===== src/rtl/raster_pkg.sv =====
package raster_pkg;

    // width of a segment terminal count and of the offset registers
    localparam int CNT_W = 10;
    // segments per axis: sync, back porch, lead margin, window, trail margin, front porch
    localparam int SEG_N = 6;
    localparam int IDX_W = $clog2(SEG_N);

    typedef struct packed {
        logic sync_lvl;  // level driven on the sync output
        logic act;       // visible-area qualifier
        logic win;       // window qualifier
        logic use_off;   // duration comes from an offset register
        logic off_neg;   // pick the trailing register instead of the leading one
        logic last;      // return to entry 0 after this segment
    } seg_ctrl_t;

    typedef struct packed {
        seg_ctrl_t        ctrl;
        logic [CNT_W-1:0] term;
    } seg_entry_t;

    typedef seg_entry_t [SEG_N-1:0] seg_table_t;

    typedef enum logic [1:0] {
        SHIFT_HOLD   = 2'b00,
        SHIFT_FWD    = 2'b01,
        SHIFT_BACK   = 2'b10,
        SHIFT_CENTER = 2'b11
    } shift_cmd_e;

    function automatic seg_entry_t mk_seg(input logic sync_lvl, input logic act,
                                          input logic win, input logic use_off,
                                          input logic off_neg, input logic last,
                                          input int len);
        seg_entry_t e;
        e.ctrl.sync_lvl = sync_lvl;
        e.ctrl.act      = act;
        e.ctrl.win      = win;
        e.ctrl.use_off  = use_off;
        e.ctrl.off_neg  = off_neg;
        e.ctrl.last     = last;
        e.term          = CNT_W'(len - 1);
        return e;
    endfunction

    // segment lengths in clocks (or lines); the table stores length-1
    function automatic seg_table_t build_table(input int sync_len, input int back_len,
                                               input int marg_len, input int win_len,
                                               input int front_len);
        seg_table_t t;
        t[0] = mk_seg(1'b0, 1'b0, 1'b0, 1'b0, 1'b0, 1'b0, sync_len);
        t[1] = mk_seg(1'b1, 1'b0, 1'b0, 1'b0, 1'b0, 1'b0, back_len);
        t[2] = mk_seg(1'b1, 1'b1, 1'b0, 1'b1, 1'b0, 1'b0, marg_len);
        t[3] = mk_seg(1'b1, 1'b1, 1'b1, 1'b0, 1'b0, 1'b0, win_len);
        t[4] = mk_seg(1'b1, 1'b1, 1'b0, 1'b1, 1'b1, 1'b0, marg_len);
        t[5] = mk_seg(1'b1, 1'b0, 1'b0, 1'b0, 1'b0, 1'b1, front_len);
        return t;
    endfunction

endpackage


===== src/rtl/offset_pair.sv =====
module offset_pair
    import raster_pkg::*;
#(
    parameter int INIT = 63
) (
    input  logic             clk,
    input  logic             rst_n,
    input  logic [1:0]       cmd,
    input  logic             apply,
    output logic [CNT_W-1:0] lead_term,
    output logic [CNT_W-1:0] trail_term
);
    localparam logic [CNT_W-1:0] INIT_V = CNT_W'(INIT);
    localparam logic [CNT_W:0]   SUM_V  = (CNT_W+1)'(2 * INIT);

    typedef struct packed {
        logic [1:0]       prev;
        logic [1:0]       pend;
        logic [CNT_W-1:0] lead;
        logic [CNT_W-1:0] trail;
    } off_state_t;

    off_state_t st_q, st_d;
    logic       req;

    always_comb begin
        st_d      = st_q;
        req       = (cmd != 2'b00) && (st_q.prev == 2'b00);
        st_d.prev = cmd;
        if (apply) begin
            case (shift_cmd_e'(st_q.pend))
                SHIFT_FWD: begin
                    if (st_q.trail != '0) begin
                        st_d.lead  = st_q.lead + 1'b1;
                        st_d.trail = st_q.trail - 1'b1;
                    end
                end
                SHIFT_BACK: begin
                    if (st_q.lead != '0) begin
                        st_d.lead  = st_q.lead - 1'b1;
                        st_d.trail = st_q.trail + 1'b1;
                    end
                end
                SHIFT_CENTER: begin
                    st_d.lead  = INIT_V;
                    st_d.trail = INIT_V;
                end
                default: ;
            endcase
            st_d.pend = req ? cmd : 2'b00;
        end else if (req) begin
            st_d.pend = cmd;
        end
    end

    always_ff @(posedge clk) begin
        if (!rst_n) begin
            st_q <= '{prev: 2'b00, pend: 2'b00, lead: INIT_V, trail: INIT_V};
        end else begin
            st_q <= st_d;
        end
    end

    assign lead_term  = st_q.lead;
    assign trail_term = st_q.trail;

    // the pair keeps a constant sum, so line/frame length is preserved
    a_r7_sum_const: assert property (@(posedge clk) disable iff (!rst_n)
        ({1'b0, st_q.lead} + {1'b0, st_q.trail}) == SUM_V);

    // offsets move only on a cycle where the apply window is open
    a_r9_only_on_apply: assert property (@(posedge clk) disable iff (!rst_n)
        !apply |=> $stable(st_q.lead));

    // clamping keeps the leading offset inside 0..sum
    a_r10_no_wrap: assert property (@(posedge clk) disable iff (!rst_n)
        {1'b0, st_q.lead} <= SUM_V);

endmodule


===== src/rtl/seg_sequencer.sv =====
module seg_sequencer
    import raster_pkg::*;
#(
    parameter int SYNC_LEN  = 96,
    parameter int BACK_LEN  = 48,
    parameter int MARG_LEN  = 64,
    parameter int WIN_LEN   = 512,
    parameter int FRONT_LEN = 16
) (
    input  logic             clk,
    input  logic             rst_n,
    input  logic             step,
    input  logic [CNT_W-1:0] lead_term,
    input  logic [CNT_W-1:0] trail_term,
    output seg_ctrl_t        ctrl,
    output logic [IDX_W-1:0] idx,
    output logic             wrap
);
    localparam seg_table_t TABLE = build_table(SYNC_LEN, BACK_LEN, MARG_LEN,
                                               WIN_LEN, FRONT_LEN);

    typedef struct packed {
        logic [IDX_W-1:0] idx;
        logic [CNT_W-1:0] cnt;
    } seq_state_t;

    seq_state_t       st_q, st_d;
    seg_entry_t       cur;
    logic [CNT_W-1:0] limit;
    logic             at_end;

    always_comb begin
        cur    = TABLE[st_q.idx];
        limit  = cur.ctrl.use_off ? (cur.ctrl.off_neg ? trail_term : lead_term)
                                  : cur.term;
        at_end = (st_q.cnt == limit);
        st_d   = st_q;
        if (step) begin
            if (at_end) begin
                st_d.cnt = '0;
                st_d.idx = cur.ctrl.last ? '0 : st_q.idx + 1'b1;
            end else begin
                st_d.cnt = st_q.cnt + 1'b1;
            end
        end
    end

    always_ff @(posedge clk) begin
        if (!rst_n) begin
            st_q <= '0;
        end else begin
            st_q <= st_d;
        end
    end

    assign ctrl = cur.ctrl;
    assign idx  = st_q.idx;
    assign wrap = step && at_end && cur.ctrl.last;

    // the running count never passes the terminal of its segment
    a_r1_r4_cnt_within: assert property (@(posedge clk) disable iff (!rst_n)
        st_q.cnt <= limit);

    // the entry index stays inside the table
    a_r4_idx_range: assert property (@(posedge clk) disable iff (!rst_n)
        int'(st_q.idx) < SEG_N);

    // without a step the position is frozen
    a_r4_hold_without_step: assert property (@(posedge clk) disable iff (!rst_n)
        !step |=> ($stable(st_q.idx) && $stable(st_q.cnt)));

endmodule


===== src/rtl/run_counter.sv =====
module run_counter #(
    parameter int W = 9
) (
    input  logic         clk,
    input  logic         rst_n,
    input  logic         en,
    input  logic         tick,
    output logic [W-1:0] value
);
    logic [W-1:0] cnt_q, cnt_d;

    always_comb begin
        cnt_d = en ? cnt_q + {{(W-1){1'b0}}, tick} : '0;
        value = en ? cnt_q : '0;
    end

    always_ff @(posedge clk) begin
        if (!rst_n) begin
            cnt_q <= '0;
        end else begin
            cnt_q <= cnt_d;
        end
    end

endmodule


===== src/rtl/raster_timer.sv =====
module raster_timer
    import raster_pkg::*;
#(
    parameter int H_SYNC   = 96,
    parameter int H_BACK   = 48,
    parameter int H_MARGIN = 64,
    parameter int H_WIN    = 512,
    parameter int H_FRONT  = 16,
    parameter int V_SYNC   = 2,
    parameter int V_BACK   = 33,
    parameter int V_MARGIN = 112,
    parameter int V_WIN    = 256,
    parameter int V_FRONT  = 10,
    parameter int SX_W     = 10,
    parameter int SY_W     = 10,
    parameter int WX_W     = 9,
    parameter int WY_W     = 8
) (
    input  logic            clk,
    input  logic            rst_n,
    input  logic [3:0]      shift_cmd,
    output logic            hsync_n,
    output logic            vsync_n,
    output logic            scr_h_valid,
    output logic            scr_v_valid,
    output logic [SX_W-1:0] scr_x,
    output logic [SY_W-1:0] scr_y,
    output logic            win_h_valid,
    output logic            win_v_valid,
    output logic [WX_W-1:0] win_x,
    output logic [WY_W-1:0] win_y
);
    localparam int H_INIT = H_MARGIN - 1;
    localparam int V_INIT = V_MARGIN - 1;

    logic [CNT_W-1:0] h_lead, h_trail, v_lead, v_trail;
    seg_ctrl_t        h_ctrl, v_ctrl;
    logic [IDX_W-1:0] h_idx, v_idx;
    logic             line_end, frame_end;
    logic             apply;

    // both axes in their sync segment: geometry is invisible here
    assign apply = (h_idx == '0) && (v_idx == '0);

    offset_pair #(.INIT(H_INIT)) u_hoff (
        .clk(clk), .rst_n(rst_n), .cmd(shift_cmd[1:0]), .apply(apply),
        .lead_term(h_lead), .trail_term(h_trail)
    );

    offset_pair #(.INIT(V_INIT)) u_voff (
        .clk(clk), .rst_n(rst_n), .cmd(shift_cmd[3:2]), .apply(apply),
        .lead_term(v_lead), .trail_term(v_trail)
    );

    seg_sequencer #(
        .SYNC_LEN(H_SYNC), .BACK_LEN(H_BACK), .MARG_LEN(H_MARGIN),
        .WIN_LEN(H_WIN), .FRONT_LEN(H_FRONT)
    ) u_hseq (
        .clk(clk), .rst_n(rst_n), .step(1'b1),
        .lead_term(h_lead), .trail_term(h_trail),
        .ctrl(h_ctrl), .idx(h_idx), .wrap(line_end)
    );

    seg_sequencer #(
        .SYNC_LEN(V_SYNC), .BACK_LEN(V_BACK), .MARG_LEN(V_MARGIN),
        .WIN_LEN(V_WIN), .FRONT_LEN(V_FRONT)
    ) u_vseq (
        .clk(clk), .rst_n(rst_n), .step(line_end),
        .lead_term(v_lead), .trail_term(v_trail),
        .ctrl(v_ctrl), .idx(v_idx), .wrap(frame_end)
    );

    assign hsync_n     = h_ctrl.sync_lvl;
    assign vsync_n     = v_ctrl.sync_lvl;
    assign scr_h_valid = h_ctrl.act;
    assign scr_v_valid = v_ctrl.act;
    assign win_h_valid = h_ctrl.win;
    assign win_v_valid = v_ctrl.win;

    run_counter #(.W(SX_W)) u_sx (
        .clk(clk), .rst_n(rst_n), .en(h_ctrl.act), .tick(1'b1), .value(scr_x)
    );

    run_counter #(.W(SY_W)) u_sy (
        .clk(clk), .rst_n(rst_n), .en(v_ctrl.act), .tick(line_end), .value(scr_y)
    );

    run_counter #(.W(WX_W)) u_wx (
        .clk(clk), .rst_n(rst_n), .en(h_ctrl.win), .tick(1'b1), .value(win_x)
    );

    run_counter #(.W(WY_W)) u_wy (
        .clk(clk), .rst_n(rst_n), .en(v_ctrl.win), .tick(line_end), .value(win_y)
    );

    // vertical position moves only at a line end
    a_r4_vstep_at_line_end: assert property (@(posedge clk) disable iff (!rst_n)
        !line_end |=> $stable(v_idx));

    // a frame can only close at a line end
    a_r4_frame_on_line: assert property (@(posedge clk) disable iff (!rst_n)
        frame_end |-> line_end);

    // sync is never asserted inside visible columns
    a_r1_sync_blanked: assert property (@(posedge clk) disable iff (!rst_n)
        !hsync_n |-> !scr_h_valid);

    // window columns lie inside the visible columns
    a_r3_win_in_screen: assert property (@(posedge clk) disable iff (!rst_n)
        win_h_valid |-> scr_h_valid);

    // window lines lie inside the visible lines
    a_r6_win_in_screen: assert property (@(posedge clk) disable iff (!rst_n)
        win_v_valid |-> scr_v_valid);

endmodule


===== config.mk =====
export PLATFORM = sky130hd
export DESIGN_NAME = raster_timer
export DESIGN_NICKNAME = d
export VERILOG_FILES = /design/src/rtl/raster_pkg.sv /design/src/rtl/offset_pair.sv /design/src/rtl/seg_sequencer.sv /design/src/rtl/run_counter.sv /design/src/rtl/raster_timer.sv
export SDC_FILE = /design/constraint.sdc
export NUM_CORES = 1
export LEC_CHECK = 0
export BUFFER_PORTS_ARGS = -buffer_cell sky130_fd_sc_hd__buf_4
export CAP_MARGIN = 10
export CORE_MARGIN = 2
export CORE_UTILIZATION = 60
export CTS_BUF_LIST = sky130_fd_sc_hd__clkbuf_2
export DETAILED_ROUTE_END_ITERATION = 8
export PLACE_DENSITY = 0.78
export SLEW_MARGIN = 25
export SYNTH_ARGS = -nofsm -noshare
export SYNTH_HDL_FRONTEND = slang
export SYNTH_SLANG_ARGS = --single-unit

===== constraint.sdc =====
create_clock -name clk -period 4.5 [get_ports clk]
set_input_delay 0.9 -clock clk [delete_from_list [all_inputs] [get_ports clk]]
set_output_delay 0.9 -clock clk [all_outputs]
set_load 0.005 [all_outputs]

=== Yosys cells after proc, flatten, opt, wreduce, memory -nomap -nowiden ===
Memory sizes are Yosys's and may differ from the RTL's. A register that Yosys moved wholly into a read port is not among the register bits.
Index checks and enable logic that the tools add are counted.

* Flip-flop bits (word level): 111
* Bits in read-only memories: 256
* Input bits: 6
* Output and inout bits: 43
* Logic and storage cells: 104
* Memories kept: 2

* Add/subtract/negate cells: 16
* Order comparisons: 2
* Equal/unequal tests: 12
* Muxes and demuxes: 29
* Bitwise operators: 1
* Reductions and logical operators: 26

{| class="wikitable"
|+ Memories
! name !! words !! bits a word !! read ports !! clocked after memory_dff !! wr ports !! line !! RTL
|-
| (name not given) || 8 || 16 || 1 || 1 || 0 || seg_sequencer.sv:33 || <nowiki>cur = TABLE[st_q.idx];</nowiki>
|-
| (name not given) || 8 || 16 || 1 || 1 || 0 || seg_sequencer.sv:33 ||
|}

{| class="wikitable"
|+ Operators by type and width
! kind !! count
|-
| $pmux 20 s3 || 2
|-
| $mux 20 || 4
|-
| $add 10x1->10 const B || 7
|-
| $mux 10 || 7
|-
| $reduce_bool 10->1 || 4
|-
| $sub 10x1->10 const B || 4
|-
| $mux 16 || 2
|-
| $eq 10x10->1 || 2
|-
| $mux 3 || 6
|-
| $mux 2 || 6
|-
| $add 10x1->10 || 1
|-
| $reduce_and 2->1 || 5
|-
| $add 9x1->9 const B || 1
|-
| $mux 9 || 1
|-
| $add 8x1->8 || 1
|-
| $eq 2x2->1 const B || 4
|-
| $lt 3x4->1 const B || 2
|-
| $mux 8 || 1
|-
| $ne 2x1->1 const B || 4
|-
| $reduce_and 4->1 || 2
|-
| $reduce_bool 2->1 || 4
|-
| $add 3x1->3 const B || 2
|-
| $logic_not 3->1 || 2
|-
| $reduce_bool 3->1 || 2
|-
| 5 further kinds || 10
|}

=== Depth between registers and ports, before layout ===
Gate-level depths: netlist (run 1).

* Depth in word-level cells: 9
* Gate-level depth with buffers: 12
* Depth with buffers taken out: 12

=== Hierarchy ===
Synthesis (run 1) repeated with hierarchy kept, for this count alone.

* Cells, all modules: 1090
* Area, all modules: 8907.3 um^2

{| class="wikitable"
|+ By module, submodules not included
! module !! instances !! cells each !! area an instance (um^2) !! sequential area each (um^2)
|-
| offset_pair (u_voff) || 1 || 267 || 2024.4 || 480.5
|-
| offset_pair (u_hoff) || 1 || 260 || 2000.7 || 480.5
|-
| seg_sequencer (u_vseq) || 1 || 186 || 1625.3 || 440.4
|-
| seg_sequencer (u_hseq) || 1 || 164 || 1427.6 || 440.4
|-
| run_counter (u_sx ...) || 2 || 58 || 498.0 || 200.2
|-
| run_counter (u_wx) || 1 || 50 || 429.2 || 180.2
|-
| run_counter (u_wy) || 1 || 44 || 382.9 || 160.2
|-
| raster_timer || 1 || 3 || 21.3 || 0.0
|}

=== Worst setup path before layout (run 1) ===
OpenSTA, ideal clock, no wires.

* Path type: register to register
* Start point: reg u_hoff.st_q[21] (netlist name)
* End point: reg u_hoff.st_q, in the netlist u_hoff.lead_term[9]
* Library setup time: 74 ps
* Arrival: 2859 ps
* Required time: 4426 ps
* Setup slack: 1567 ps
* Cell stages (with the launch flop): 13
* Path buffers: 1
* Clock period less this slack: 2933 ps
* Path through: dfxtp_1 clkbuf_1 nand2_1 inv_1 ha_1 a21o_1 a21oi_1 nand2b_1 a21oi_1 o41ai_1 mux2i_1 a211o_1 a31oi_1

* Cells in the longest elaborated chain, start to end: 3
* Elaborated cells between the ends (all ways): 8
* Classes of those cells: 5 x eq/ne; 1 x mux; 2 x reduce/logical

{| class="wikitable"
|+ RTL lines
! what !! line !! RTL
|-
| from (decl) || offset_pair.sv:23 || <nowiki>off_state_t st_q, st_d;</nowiki>
|-
| from (signal assigned) || offset_pair.sv:58 || <nowiki>st_q <= '{prev: 2'b00, pend: 2'b00, lead: INIT_V, trail: INIT_V};</nowiki>
|-
| from (signal assigned) || offset_pair.sv:60 || <nowiki>st_q <= st_d;</nowiki>
|-
| $eq 2x1->1 or $eq 2x2->1 (tied branches) || offset_pair.sv:31 || <nowiki>case (shift_cmd_e'(st_q.pend))</nowiki>
|-
| $ne 2x1->1 (no source line) or $reduce_bool 3->1 (tied branches) || -- ||
|-
| $reduce_and 4->1 (no source line) || -- ||
|}

Parallel ways exist; a longest one is shown, timed or not.
A chain may end at the register's enable or synchronous reset.

==> results of run 1 <==
[through the flow]
stage / std cells / power, W
floorplan: 875 / 0.001595
detailed placement: 1067 / 0.001690
CTS: 1099 / 0.002375
finish: 1099 / 0.002355
global route: 1099 / 0.002493
global placement: 1067 / 0.001670
[cells in the mapped netlist (3+ instances only)]
library cell / number
dfxtp_1: 129
nor2_1: 80
nand2_1: 71
nand3_1: 48
ha_1: 47
a21oi_1: 46
xor2_1: 45
and2_1: 43
xnor2_1: 40
inv_1: 34
o21ai_0: 33
clkbuf_1: 26
mux2i_1: 25
and3_1: 22
nor4_1: 15
nor3_1: 14
or3_1: 14
nor2b_1: 12
a21o_1: 11
o211ai_1: 9
a22oi_1: 8
nand4_1: 8
a31oi_1: 7
o22ai_1: 7
o21a_1: 6
o21ai_1: 6
or4_1: 5
fa_1: 4
nand3b_1: 4
a211oi_1: 3
and4_1: 3
mux2_2: 3
o21bai_1: 3
o221ai_1: 3
[sequential cells by signal, summed over array words and instances, names as in the netlist]
| signal | cells |
|---|---|
| u_sy.cnt_q | 10 |
| u_voff.st_q | 4 |
| u_hseq.st_q | 10 |
| u_wy.cnt_q | 8 |
| u_hseq.idx | 3 |
| u_voff.lead_term | 10 |
| u_hoff.trail_term | 10 |
| u_vseq.st_q | 10 |
| u_hseq.cur | 9 |
| u_hoff.lead_term | 10 |
| u_hoff.st_q | 4 |
| u_wx.cnt_q | 9 |
| u_vseq.idx | 3 |
| u_vseq.cur | 9 |
| u_voff.trail_term | 10 |
| u_sx.cnt_q | 10 |
[layer usage]
layer	wire, um	vias up
met5	0	-
met3	678	27
met1	7733	2986
met2	7618	135
met4	248	0
li1	-	3185
[critical path: stages (launching register included)]
cell and delay, ns:
dfxtp_1 0.74, mux2i_1 0.34, xnor2_1 0.14, nor4_4 0.30
o221ai_2 0.23, nor3b_4 0.51, ha_1 0.26, and3_1 0.25
nand3_1 0.12, xor2_1 0.16, nor2_1 0.05
[power groups by stage]
stage | sequential [W] | clock, W | combinational (W)
global placement | 0.00127 | 0 | 0.000398
global route | 0.00126 | 0.000756 | 0.000479
CTS | 0.00125 | 0.000706 | 0.000421
finish | 0.00125 | 0.000682 | 0.000422
floorplan | 0.00125 | 0 | 0.000346
detailed placement | 0.00127 | 0 | 0.000417
[logic make-up after synthesis]
kind of cell	after synthesis
simple gates	352
compound gates	163
flops	129
xor+xnor	85
buf+inv	65
fa+ha+maj	51
mux	30
[worst max-delay path by stage]
stage	end	cells after the start	slack (ns)
6_report	u_sy.cnt_q[9]	10	1.31
5_1_grt	u_sy.cnt_q[5]	10	1.07
4_1_cts	u_sy.cnt_q[5]	10	1.37
3_5_place_dp	u_sy.cnt_q[5]	10	1.38
3_3_place_gp	u_sy.cnt_q[9]	10	1.55
2_1_floorplan	u_hoff.lead_term[9]	12	1.57
[final cells by class]
class                   count  share of cell area (%)
inverters                  35                   1.609
multi-input cells         681                   56.40
repair buffers             54                   4.966
clock buffers              18                   1.103
well taps                 168                   2.575
clock inverters            14                   1.716
flip-flops and latches    129                   31.63
==> results.md, run 1 <==
- Outcome: finished, final reports clean
- Cell Pwr Density: 288.5 nW/um^2
- Class of the most critical setup path: reg2reg
- Fill cell total of the finished layout: 1024
- Detailed Routing Iterations Pass 1: 5
- Post-synth net total: 932
- Synth Area in Compound Gates: 14.25%
- Number of flops mapped to enable cells by yosys: 0
- Fin nets: 975
- Hold-fix buffers at CTS: 0
- Port-buffer cells: 48
- Global-route met2 utilization: 42.30%
- Post-DP Area: 7934 sq um
- Flop pwr share: 53.1%
- Worst R2R End: u_sy.cnt_q[9]
- Clock tree from TritonCTS: done
- # IOs: 49
- Worst reg-to-reg setup slack: 1.31 ns
- Leading cell type in the layout, fill and taps excluded: dfxtp_1
- Quantity of gates resized following cts: 0
- Max_cap viols: 0
- Worst hold path class: in2reg
- Multiplexer area fraction after synthesis: 4.269%
- Buffer depth of the longest clock path: 2
- Share of the cycle needed by the critical path after routing: 70.80%
- Inserted Clock Buffers: 17
- Chip width: 115.4 um
- Maximum number of pins on one net before global-route repair: 33
- Simple-gate share of the synthesized area: 24.35%
- Final Instance Area: 8164 sq um
- Clk_skew: 0.02238 ns
- Tmin final: 3.186 ns
- Switch share: 30.66%
- Worst Hold Depth: 2
- Setup_tns: 0 ns
- Post-layout utilization of the core: 67.69%
- Headroom to the max-slew limit: 48.15%
- Syn_area_per_cell: 8.508 sq um
- FF/Latch Area: 2582 sq um
- Number of DRC violations after detailed routing: 0
- Worst slack on hold paths: 0.4232 ns
- Worst-case hold path end point: u_hoff.st_q[23]
- Required time of the worst setup path: 5.10 ns
- Number of clock sinks: 129
- Vias after detailed routing: 6333
- Adder and majority gate portion of the synthesized area: 8.975%
- Critical path startpoint: u_hseq.cur[11]
- Clock Root Buffer: clkbuf_2
- Leakage power: 3.330 nW
- Clock-pin slew reported for the worst setup and hold paths after clock tree synthesis: 0.18 ns
- Setup repair bufs after CTS: 0
- Final HPWL DP: 12190 um
- Post-Synthesis Cell Area: 7445 sq um
- Global-route total usage across every layer: 25.95%
- Max Freq: 313.9 MHz
- Largest vdd supply drop: 262.0 uV
- Starting Density: 61.72%
- Post-route setup slack: 1.314 ns
- Number of antenna violations at the first check in global routing: 0
- Antenna cell count: 0
- Nature of the critical path startpoint: flip-flop
- Commonest cells after routing, fill and taps aside: dfxtp_1 (129), nor2_1 (80), nand2_1 (71)
- Number of global-route vias before repair: 6079
- Grt met1 use: 34.38%
- Last weighted congestion value of the routability-driven placer: 0.8801
- Source-to-sink clock delay at the later pin of the worst-skew pair: 0.70 ns
- Proportion of netlist area held by the largest area contributor: 34.69%
- Data arrival at the endpoint of the critical path: 3.78 ns
- Distinct cells, synth: 65
- Via density per instance: 5.763
- Final routed wire length divided by cell count: 14.81 um
- Pin slew with the least headroom to its limit: 0.7581 ns
- Fin. max-slew vios: 0
- Count of cells along the worst register-to-register path: 10
- Internal power: 0.001633 W
- Crit end category: flip-flop
- Layer with the highest usage: met2
- Share of the synthesized netlist area taken by xor and xnor gates: 10.00%
- Proportion of synthesized chip area in sequential cells: 34.69%
- Dominant synthesized flop cell: dfxtp_1
- GR Util met3: 5.008%
- Routed WL: 16280 um
- DP Worst Slack: 1.377 ns
- FP Rows: 40
- Floorplan die height: 115.4 um
- Dominant combinational cell family by area after synthesis: simple AND/OR/NAND/NOR gates
- Area of the core: 12060 sq um
- Hold_sp: shift_cmd[1]
- Antenna-violating nets left: 0
- Gr ovfl total: 0
- Hold Vio Cnt, Final: 0
- Number of design-rule violations left by the first detailed-router iteration: 427
- Count of final setup violators: 0
- Cell type with the largest total area after synthesis: dfxtp_1
- Full die area: 13310 sq um
- CTS HTree Levels: 4
- Reg2reg start: u_hseq.cur[11]
- P&R area growth vs syn: 9.664%
- Area of the multi-input gates: 4604 sq um
- First-pass GRT wire length: 28050 um
- CP Max Fanout: 10
- Synth Instances: 875
- Setup repair after global routing missed its margin: false
- Power dissipated by switching net loads: 0.0007221 W
- Leading post-synthesis cells by cell area: dfxtp_1 (35%), ha_1 (7.9%), xor2_1 (5.3%), xnor2_1 (4.7%), nor2_1 (4.0%)
- Comb pwr share: 17.9%
- Async set-or-reset flop fraction in the synthesized netlist: 0%
- Synthesis warning total: 0
- Flip-flop and latch count after synthesis: 129
- Clock power frac: 29.0%
- Fraction of layout cells with a size suffix above 1: 10.96%
(Power assumes the default switching activity.)
==> run 2, diff against run 1 <==
- ABC_AREA: default -> 1
- clock period: 4.5 -> 3.23 ns (I/O delays scaled with it)
==> run 2 against run 1 <==
Non-clock buffer count up 1. Sequential power increased by 38%. Hold slack worse by 0.31 ns. First-iteration DRC count is 34% higher. Sequential share of layout area is 1.4 points lower. Area after synthesis is 4.8% higher. Total power up 41%. Wire length increased by 2.2%. Synthesized cell count up 32%. Clock skew increased by 0.0043 ns. Critical endpoint is now u_wy.cnt_q[6]. Largest cell class unchanged. Highest routed layer unchanged.
==> results.md, run 2 <==
- Fin nets: 1261 (+29%)
- Source-to-sink clock delay at the later pin of the worst-skew pair: 0.71 ns (about the same)
- Hold-fix buffers at CTS: 0 (unchanged)
- Buffer depth of the longest clock path: 2 (unchanged)
- Clock-pin slew reported for the worst setup and hold paths after clock tree synthesis: 0.19 ns (about the same)
- Number of design-rule violations left by the first detailed-router iteration: 572 (+34%)
- First-pass GRT wire length: 28630 um (+2.1%)
- Data arrival at the endpoint of the critical path: 3.41 ns (-0.37 ns)
- Hold_sp: shift_cmd[3]
- Clock Root Buffer: clkbuf_2
- Slowest stage delay, CP: 0.66 ns (-0.08 ns)
- Distinct cells, synth: 46 (-29%)
- Comb pwr share: 17.6% (-0.3 points)
- Largest vdd supply drop: 317.7 uV (+21%)
- Final routed wire length divided by cell count: 11.97 um (-19%)
- Max Freq: 358.6 MHz (+14%)
- Global-route total usage across every layer: 24.59% (-1.4 points)
- Most frequent cell after synthesis: nand2_1
- Final HPWL DP: 12280 um (+0.73%)
- Syn_area_per_cell: 6.764 sq um (-21%)
- Area of the core: 12670 sq um (+5.1%)
- Max_cap viols: 0 (unchanged)
- Inserted Clock Buffers: 17 (unchanged)
- Quantity of gates resized following cts: 0 (unchanged)
- Nature of the critical path startpoint: flip-flop
- Power consumption: 0.003331 W (+41%)
- CP Max Fanout: 17 (+7)
- Clk_skew: 0.02668 ns (+0.004296 ns)
- CTS HTree Levels: 4 (unchanged)
- Power dissipated by switching net loads: 0.001016 W (+41%)
- Leakage power: 4.137 nW (+24%)
- Setup repair after global routing missed its margin: false
- Fin. max-slew vios: 0 (unchanged)
- Port-buffer cells: 48 (unchanged)
- Last weighted congestion value of the routability-driven placer: 0.9129 (+3.7%)
- Starting Density: 61.55% (-0.17 points)
- Switch share: 30.52% (-0.14 points)
- Tmin final: 2.788 ns (-0.3975 ns)
- Setup_tns: 0 ns (unchanged)
- Number of global-route vias before repair: 6575 (+8.2%)
- Reg2reg start: u_hseq.cur[12]
- Maximum number of pins on one net before global-route repair: 36 (+9.1%)
- Fill cell total of the finished layout: 1151 (+12%)
- Headroom to the max-slew limit: 64.56% (+16 points)
- Number of DRC violations after detailed routing: 0 (unchanged)
- Worst slack on hold paths: 0.1100 ns (-0.3133 ns)
- Dominant synthesized flop cell: dfxtp_1
- Number of antenna violations at the first check in global routing: 1 (+1)
- P&R area growth vs syn: 9.466%
- Leading cell type in the layout, fill and taps excluded: nand2_1
- Library cell appearing most often on the critical path: nand2_1
- Number of clock sinks: 129 (unchanged)
- Synthesis warning total: 0 (unchanged)
- Ordered list of cells on the worst path: inv_1 > nand2_1 > nand2_1 > nand2_1 > nand2_1 > inv_1 > nand2_1 > nor2_2 > nand2_4 > nor2_8 > buf_4 > ha_1 > ha_1 > nand2_1 > nor2_1 > inv_1 > nor4_1 > nor3_1
- Slowest stage cell on the critical path: dfxtp_1
- Clock power frac: 30.7% (+1.7 points)
- Clock tree from TritonCTS: done
- Flop pwr share: 51.7% (-1.4 points)
- FP Rows: 41 (+2.5%)
- Cell Pwr Density: 390.1 nW/um^2 (+35%)
- Flip-flop and latch count after synthesis: 129 (unchanged)
- Routed WL: 16640 um (+2.2%)
- Cell type with the largest total area after synthesis: dfxtp_1
- # IOs: 49 (unchanged)
- Commonest cells after routing, fill and taps aside: nand2_1 (301), inv_1 (166), nor2_1 (134)
- Async set-or-reset flop fraction in the synthesized netlist: 0% (unchanged)
- Worst reg-to-reg setup slack: 0.44 ns (-0.87 ns)
- Crit end category: flip-flop
- Synth Instances: 1153 (+32%)
- Hold Vio Cnt, Final: 0 (unchanged)
- Gr ovfl total: 0 (unchanged)
- Fraction of layout cells with a size suffix above 1: 10.52% (-0.44 points)
- Leading post-synthesis cells by cell area: dfxtp_1 (33%), nand2_1 (14%), inv_1 (8.0%), ha_1 (7.5%), nor2_1 (6.4%)
- Vias after detailed routing: 7173 (+13%)
- Floorplan die height: 118.0 um (+2.3%)
- Worst hold path class: in2reg
- Worst Hold Depth: 3 (+1)
- Antenna-violating nets left: 0 (unchanged)
- Post-Synthesis Cell Area: 7799 sq um (+4.8%)
- Count of final setup violators: 0 (unchanged)
- Number of flops mapped to enable cells by yosys: 0 (unchanged)
- Setup repair bufs after CTS: 0 (unchanged)
- Pin slew with the least headroom to its limit: 0.5316 ns (-0.2265 ns)
- Share of the cycle needed by the critical path after routing: 86.33% (+16 points)
- Via density per instance: 5.160 (-10%)
- Internal power: 0.002314 W (+42%)
- Chip width: 118.0 um (+2.3%)
- Proportion of synthesized chip area in sequential cells: 33.11% (-1.6 points)
- Proportion of netlist area held by the largest area contributor: 33.11% (-1.6 points)
- Commonest cells in the netlist: nand2_1 (301), inv_1 (166), nor2_1 (134)
- Full die area: 13930 sq um (+4.6%)
- Worst-case hold path end point: u_voff.st_q[23]
- Required time of the worst setup path: 3.85 ns (-1.25 ns)
- Detailed Routing Iterations Pass 1: 6 (+1)
- Class of the most critical setup path: reg2reg
- Outcome: finished, final reports clean
- Post-synth net total: 1210 (+30%)
- Worst R2R End: u_wy.cnt_q[6]
- Count of cells along the worst register-to-register path: 18 (+8)
-- run 2: cell count changes in the layout (fill, tap and decap cells not counted), sizes merged, moves of 14 or more --
cell / previous run / this run
nand3: 48 / 66
xor2: 45 / 23
or3: 14 / 0
nor4: 18 / 3
xnor2: 40 / 11
and3: 22 / 0
a21oi: 46 / 74
and2: 43 / 0
mux2i: 26 / 0
nor2: 81 / 140
nand2: 71 / 310
inv: 37 / 174
-- run 2: metrics by stage --
step / std cells / worst slack [ns] / util, % / area [sq um]
finish: 1390 / 0.4416 / 67.37 / 8537
global route: 1390 / 0.06430 / 67.37 / 8537
CTS: 1389 / 0.4402 / 67.35 / 8534
detailed placement: 1357 / 0.4539 / 65.45 / 8293
global placement: 1357 / 0.5489 / 65.45 / 8293
floorplan: 1153 / 0.6872 / - / 7799
-- run 2: how the worst max path moves through the flow --
stage	end	startpoint	cells past startpoint
after CTS	u_wy.cnt_q[6]	u_hseq.cur[12]	18
after global routing	u_sy.cnt_q[8]	u_hseq.cur[12]	21
after detailed placement	u_wy.cnt_q[6]	u_hseq.cur[12]	18
final	u_wy.cnt_q[6]	u_hseq.cur[12]	18
after floorplan	u_hoff.trail_term[7]	u_hoff.st_q[21]	13
after global placement	u_wy.cnt_q[6]	u_hseq.cur[12]	18
-- run 2: logic make-up (layout without fill, tap and decap cells) --
logic type	Yosys count	after routing	share of synthesized area [%]
AOI/OAI and AO/OA	161	161	11.54
xor gates and xnor gates	34	34	3.818
adders and majority gates	51	51	8.567
buffers and inverters	198	262	10.14
DFF	129	129	33.11
other	0	1	0
and+or+nand+nor	580	580	32.83
-- run 2: worst max-delay path: cells and delay by family (launching register included) --
kind                       cells  cell delay, ns
and+or+nand+nor               12            1.15
DFF                            1            0.66
buffers and inverters          4            0.49
adders and majority gates      2            0.38
-- run 2: area by class of cell --
type / instances / area, sq um / area share [%]
clock inverter: 12 / 141.4 / 1.656
multi-input combinational: 826 / 4425 / 51.84
timing repair buffer: 55 / 412.9 / 4.837
antenna: 1 / 2.502 / 0.02931
clock buffer: 20 / 100.1 / 1.173
sequential: 129 / 2582 / 30.25
inverter: 175 / 656.9 / 7.695
tap: 172 / 215.2 / 2.521
-- run 2: metal layers --
layer	track usage, %	up-vias	share of wire (%)
met2	41.24	134	46
met5	0	-	0
met1	31.31	3216	48
met4	7.831	0	1.9
li1	-	3794	-
met3	5.669	29	4.0
-- run 2: power by group through the flow --
stage                     Sequential (W)  Combinational (W)  Clock (W)
after floorplan                  0.00173           0.000473          0
after global placement           0.00175           0.000564          0
after detailed placement         0.00175           0.000575          0
after CTS                        0.00172           0.000579    0.00105
after global routing             0.00173           0.000672    0.00111
final                            0.00172           0.000585    0.00102
==> run 3, diff against run 2 <==
- CORE_ASPECT_RATIO: default -> 0.6
- CORE_UTILIZATION: 60 -> 45
- PLACE_DENSITY: 0.78 -> 0.61
- clock period: 3.23 -> 2.7 ns (I/O delays scaled with it)
==> run 3 against run 2 <==
Hold slack better by 0.049 ns. Clock power barely moved. Die area increased by 32%. Critical path depth shrank 1. Combinational power grew 35%. Global-route usage is 3.1 points lower. Non-clock buffer count rose by 35. Count of clock-buffer cells in the layout shrank 1. Critical endpoint unchanged.
==> results.md, run 3 (synthesized netlist as in run 2, its figures left out) <==
- Class of the most critical setup path: reg2reg
- Worst reg-to-reg setup slack: 0.15 ns (-0.29 ns)
- Hold_sp: rst_n
- Count of final setup violators: 0 (unchanged)
- Worst-case hold path end point: u_voff.trail_term[6]
- Max_cap viols: 0 (unchanged)
- Antenna cell count: 0 (-1)
- Vias after detailed routing: 7241 (+0.95%)
- Number of antenna violations at the first check in global routing: 0 (-1)
- Tmin final: 2.546 ns (-0.2422 ns)
- Floorplan die height: 106.0 um (-10%)
- Number of clock sinks: 129 (unchanged)
- Critical path startpoint: u_hseq.cur[12]
- Hold Vio Cnt, Final: 0 (unchanged)
- # IOs: 49 (unchanged)
- Number of buffers and inverters on the critical path: 4 (unchanged)
- Detailed Routing Iterations Pass 1: 5 (-1)
- P&R area growth vs syn: 14.94%
- Library cell appearing most often on the critical path: nand2_1
- Kind of cell with the highest combined delay on the critical path: simple AND/OR/NAND/NOR gates
- Data arrival at the endpoint of the critical path: 3.17 ns (-0.24 ns)
- Outcome: finished, final reports clean
- Via density per instance: 4.873 (-5.6%)
- First-pass GRT wire length: 32170 um (+12%)
- Number of standard cells in the final layout excluding fillers: 1486 (+6.9%)
- CP Max Fanout: 16 (-1)
- FF/Latch Area: 2589 sq um (+0.24%)
- Pin slew with the least headroom to its limit: 0.5422 ns (+0.01055 ns)
- Placed insts: 1443 (+6.3%)
- Area of the core: 17040 sq um (+34%)
- Full die area: 18430 sq um (+32%)
- Number of design-rule violations left by the first detailed-router iteration: 463 (-19%)
- Reg2reg start: u_hseq.cur[12]
- Met3 layer wire length in the routed design: 1139 um (+72%)
- Fin. max-slew vios: 0 (unchanged)
- Starting Density: 45.78% (-16 points)
- Maximum number of pins on one net before global-route repair: 30 (-17%)
- Routed WL: 18850 um (+13%)
- Buffer depth of the longest clock path: 2 (unchanged)
- Fill cell total of the finished layout: 1754 (+52%)
- Number of DRC violations after detailed routing: 0 (unchanged)
- Final routed wire length divided by cell count: 12.68 um (+6.0%)
- Final Instance Area: 8964 sq um (+5.0%)
- Area of the multi-input gates: 4511 sq um (+1.9%)
- Final HPWL DP: 14210 um (+16%)
- Crit end category: flip-flop
- Inserted Clock Buffers: 17 (unchanged)
- Required time of the worst setup path: 3.33 ns (-0.52 ns)
- Antenna-violating nets left: 0 (unchanged)
- Clock Root Buffer: clkbuf_2
- Worst Hold Depth: 2 (-1)
- FP Rows: 37 (-9.8%)
- Clock tree from TritonCTS: done
- Count of cells along the worst register-to-register path: 17 (-1)
- Fin nets: 1296 (+2.8%)
- Clock-pin slew reported for the worst setup and hold paths after clock tree synthesis: 0.22 ns (+0.03 ns)
- Setup repair after global routing missed its margin: true
- Number of global-route vias before repair: 6426 (-2.3%)
- Worst hold path class: in2reg
- Slowest stage cell on the critical path: dfxtp_2
- Headroom to the max-slew limit: 63.40% (-1.2 points)
- Slowest stage delay, CP: 0.38 ns (-0.28 ns)
- Ordered list of cells on the worst path: buf_12 > or2_4 > nand3_1 > nand2_1 > inv_1 > nand2_1 > nor2_2 > nand2_4 > nor2_8 > buf_6 > ha_1 > ha_1 > nand2_1 > nor2_1 > inv_1 > nor4_1 > nor3_1
- Max layer used: met4
- Leakage power: 4.284 nW (+3.5%)
- Gr ovfl total: 0 (unchanged)
- Clk_skew: 0.03544 ns (+0.008764 ns)
- Share of the cycle needed by the critical path after routing: 94.30% (+8.0 points)
- Source-to-sink clock delay at the later pin of the worst-skew pair: 0.70 ns (about the same)
- Fraction of layout cells with a size suffix above 1: 14.46% (+3.9 points)
- CTS HTree Levels: 4 (unchanged)
- Leading cell type in the layout, fill and taps excluded: nand2_1
- Port-buffer cells: 48 (unchanged)
- Commonest cells after routing, fill and taps aside: nand2_1 (297), inv_1 (164), nor2_1 (132)
- Max Freq: 392.7 MHz (+9.5%)
- Largest vdd supply drop: 184.9 uV (-42%)
- Cell Pwr Density: 434.4 nW/um^2 (+11%)
- Met2 routed wirelength: 6791 um (-12%)
- Worst R2R End: u_wy.cnt_q[6]
- Post-DP Area: 8563 sq um (+3.3%)
- Last weighted congestion value of the routability-driven placer: 0.8356 (-8.5%)
- Nature of the critical path startpoint: flip-flop
- Global-route total usage across every layer: 21.50% (-3.1 points)
- Detailed-routing wirelength on met1: 10780 um (+36%)
- Chip width: 174.0 um (+47%)
run 3: what timing repair did:
action	4_1_cts	5_1_grt
hold buffers	4	0
hold endpoints to repair	4	0
resized for setup	0	30
setup endpoints to repair	0	16
buffers inserted	0	7
run 3: layout make-up:
class                           count  area share (%)
Multi-Input combinational cell    826           50.32
Sequential cell                   129           28.88
Timing Repair Buffer               90           7.873
Inverter                          175           7.454
Tap cell                          234           3.266
Clock inverter                     13           1.145
Clock buffer                       19           1.061
run 3: how the worst max path moves through the flow:
stage / endpoint / slack, ns / cells past startpoint
after floorplan: u_hoff.trail_term[7] / 0.16 / 13
after global placement: u_wy.cnt_q[7] / 0.16 / 19
after detailed placement: u_wy.cnt_q[6] / 0.09 / 19
after CTS: u_sy.cnt_q[8] / 0.06 / 22
after global routing: u_sy.cnt_q[8] / -0.11 / 21
final: u_wy.cnt_q[6] / 0.15 / 17
run 3: metrics by stage:
step	util [%]	TNS, ns	worst slack [ns]	hold WS [ns]	total power (W)
2_1_floorplan	-	0	0.1572	0.4223	0.002631
3_3_place_gp	50.26	0	0.1623	0.4468	0.002851
4_1_cts	51.66	0	0.06127	0.09343	0.003919
3_5_place_dp	50.26	0	0.08556	0.4415	0.002845
6_report	52.61	0	0.1538	0.1586	0.003893
5_1_grt	52.61	-0.2804	-0.1134	0.06925	0.004161
run 3: where the power goes:
part / switching (W) / internal, W
clock: 0.000790 / 0.000262
combinational: 0.000469 / 0.000319
sequential: 0.0000812 / 0.00197
total: 0.00134 / 0.00255
run 3: layer usage:
metal  global-route usage, %  vias to the layer above
met2                   27.72                      167
met3                   4.793                       11
met4                   4.622                        0
li1                        -                     3863
met1                   35.05                     3200
met5                       0                        -
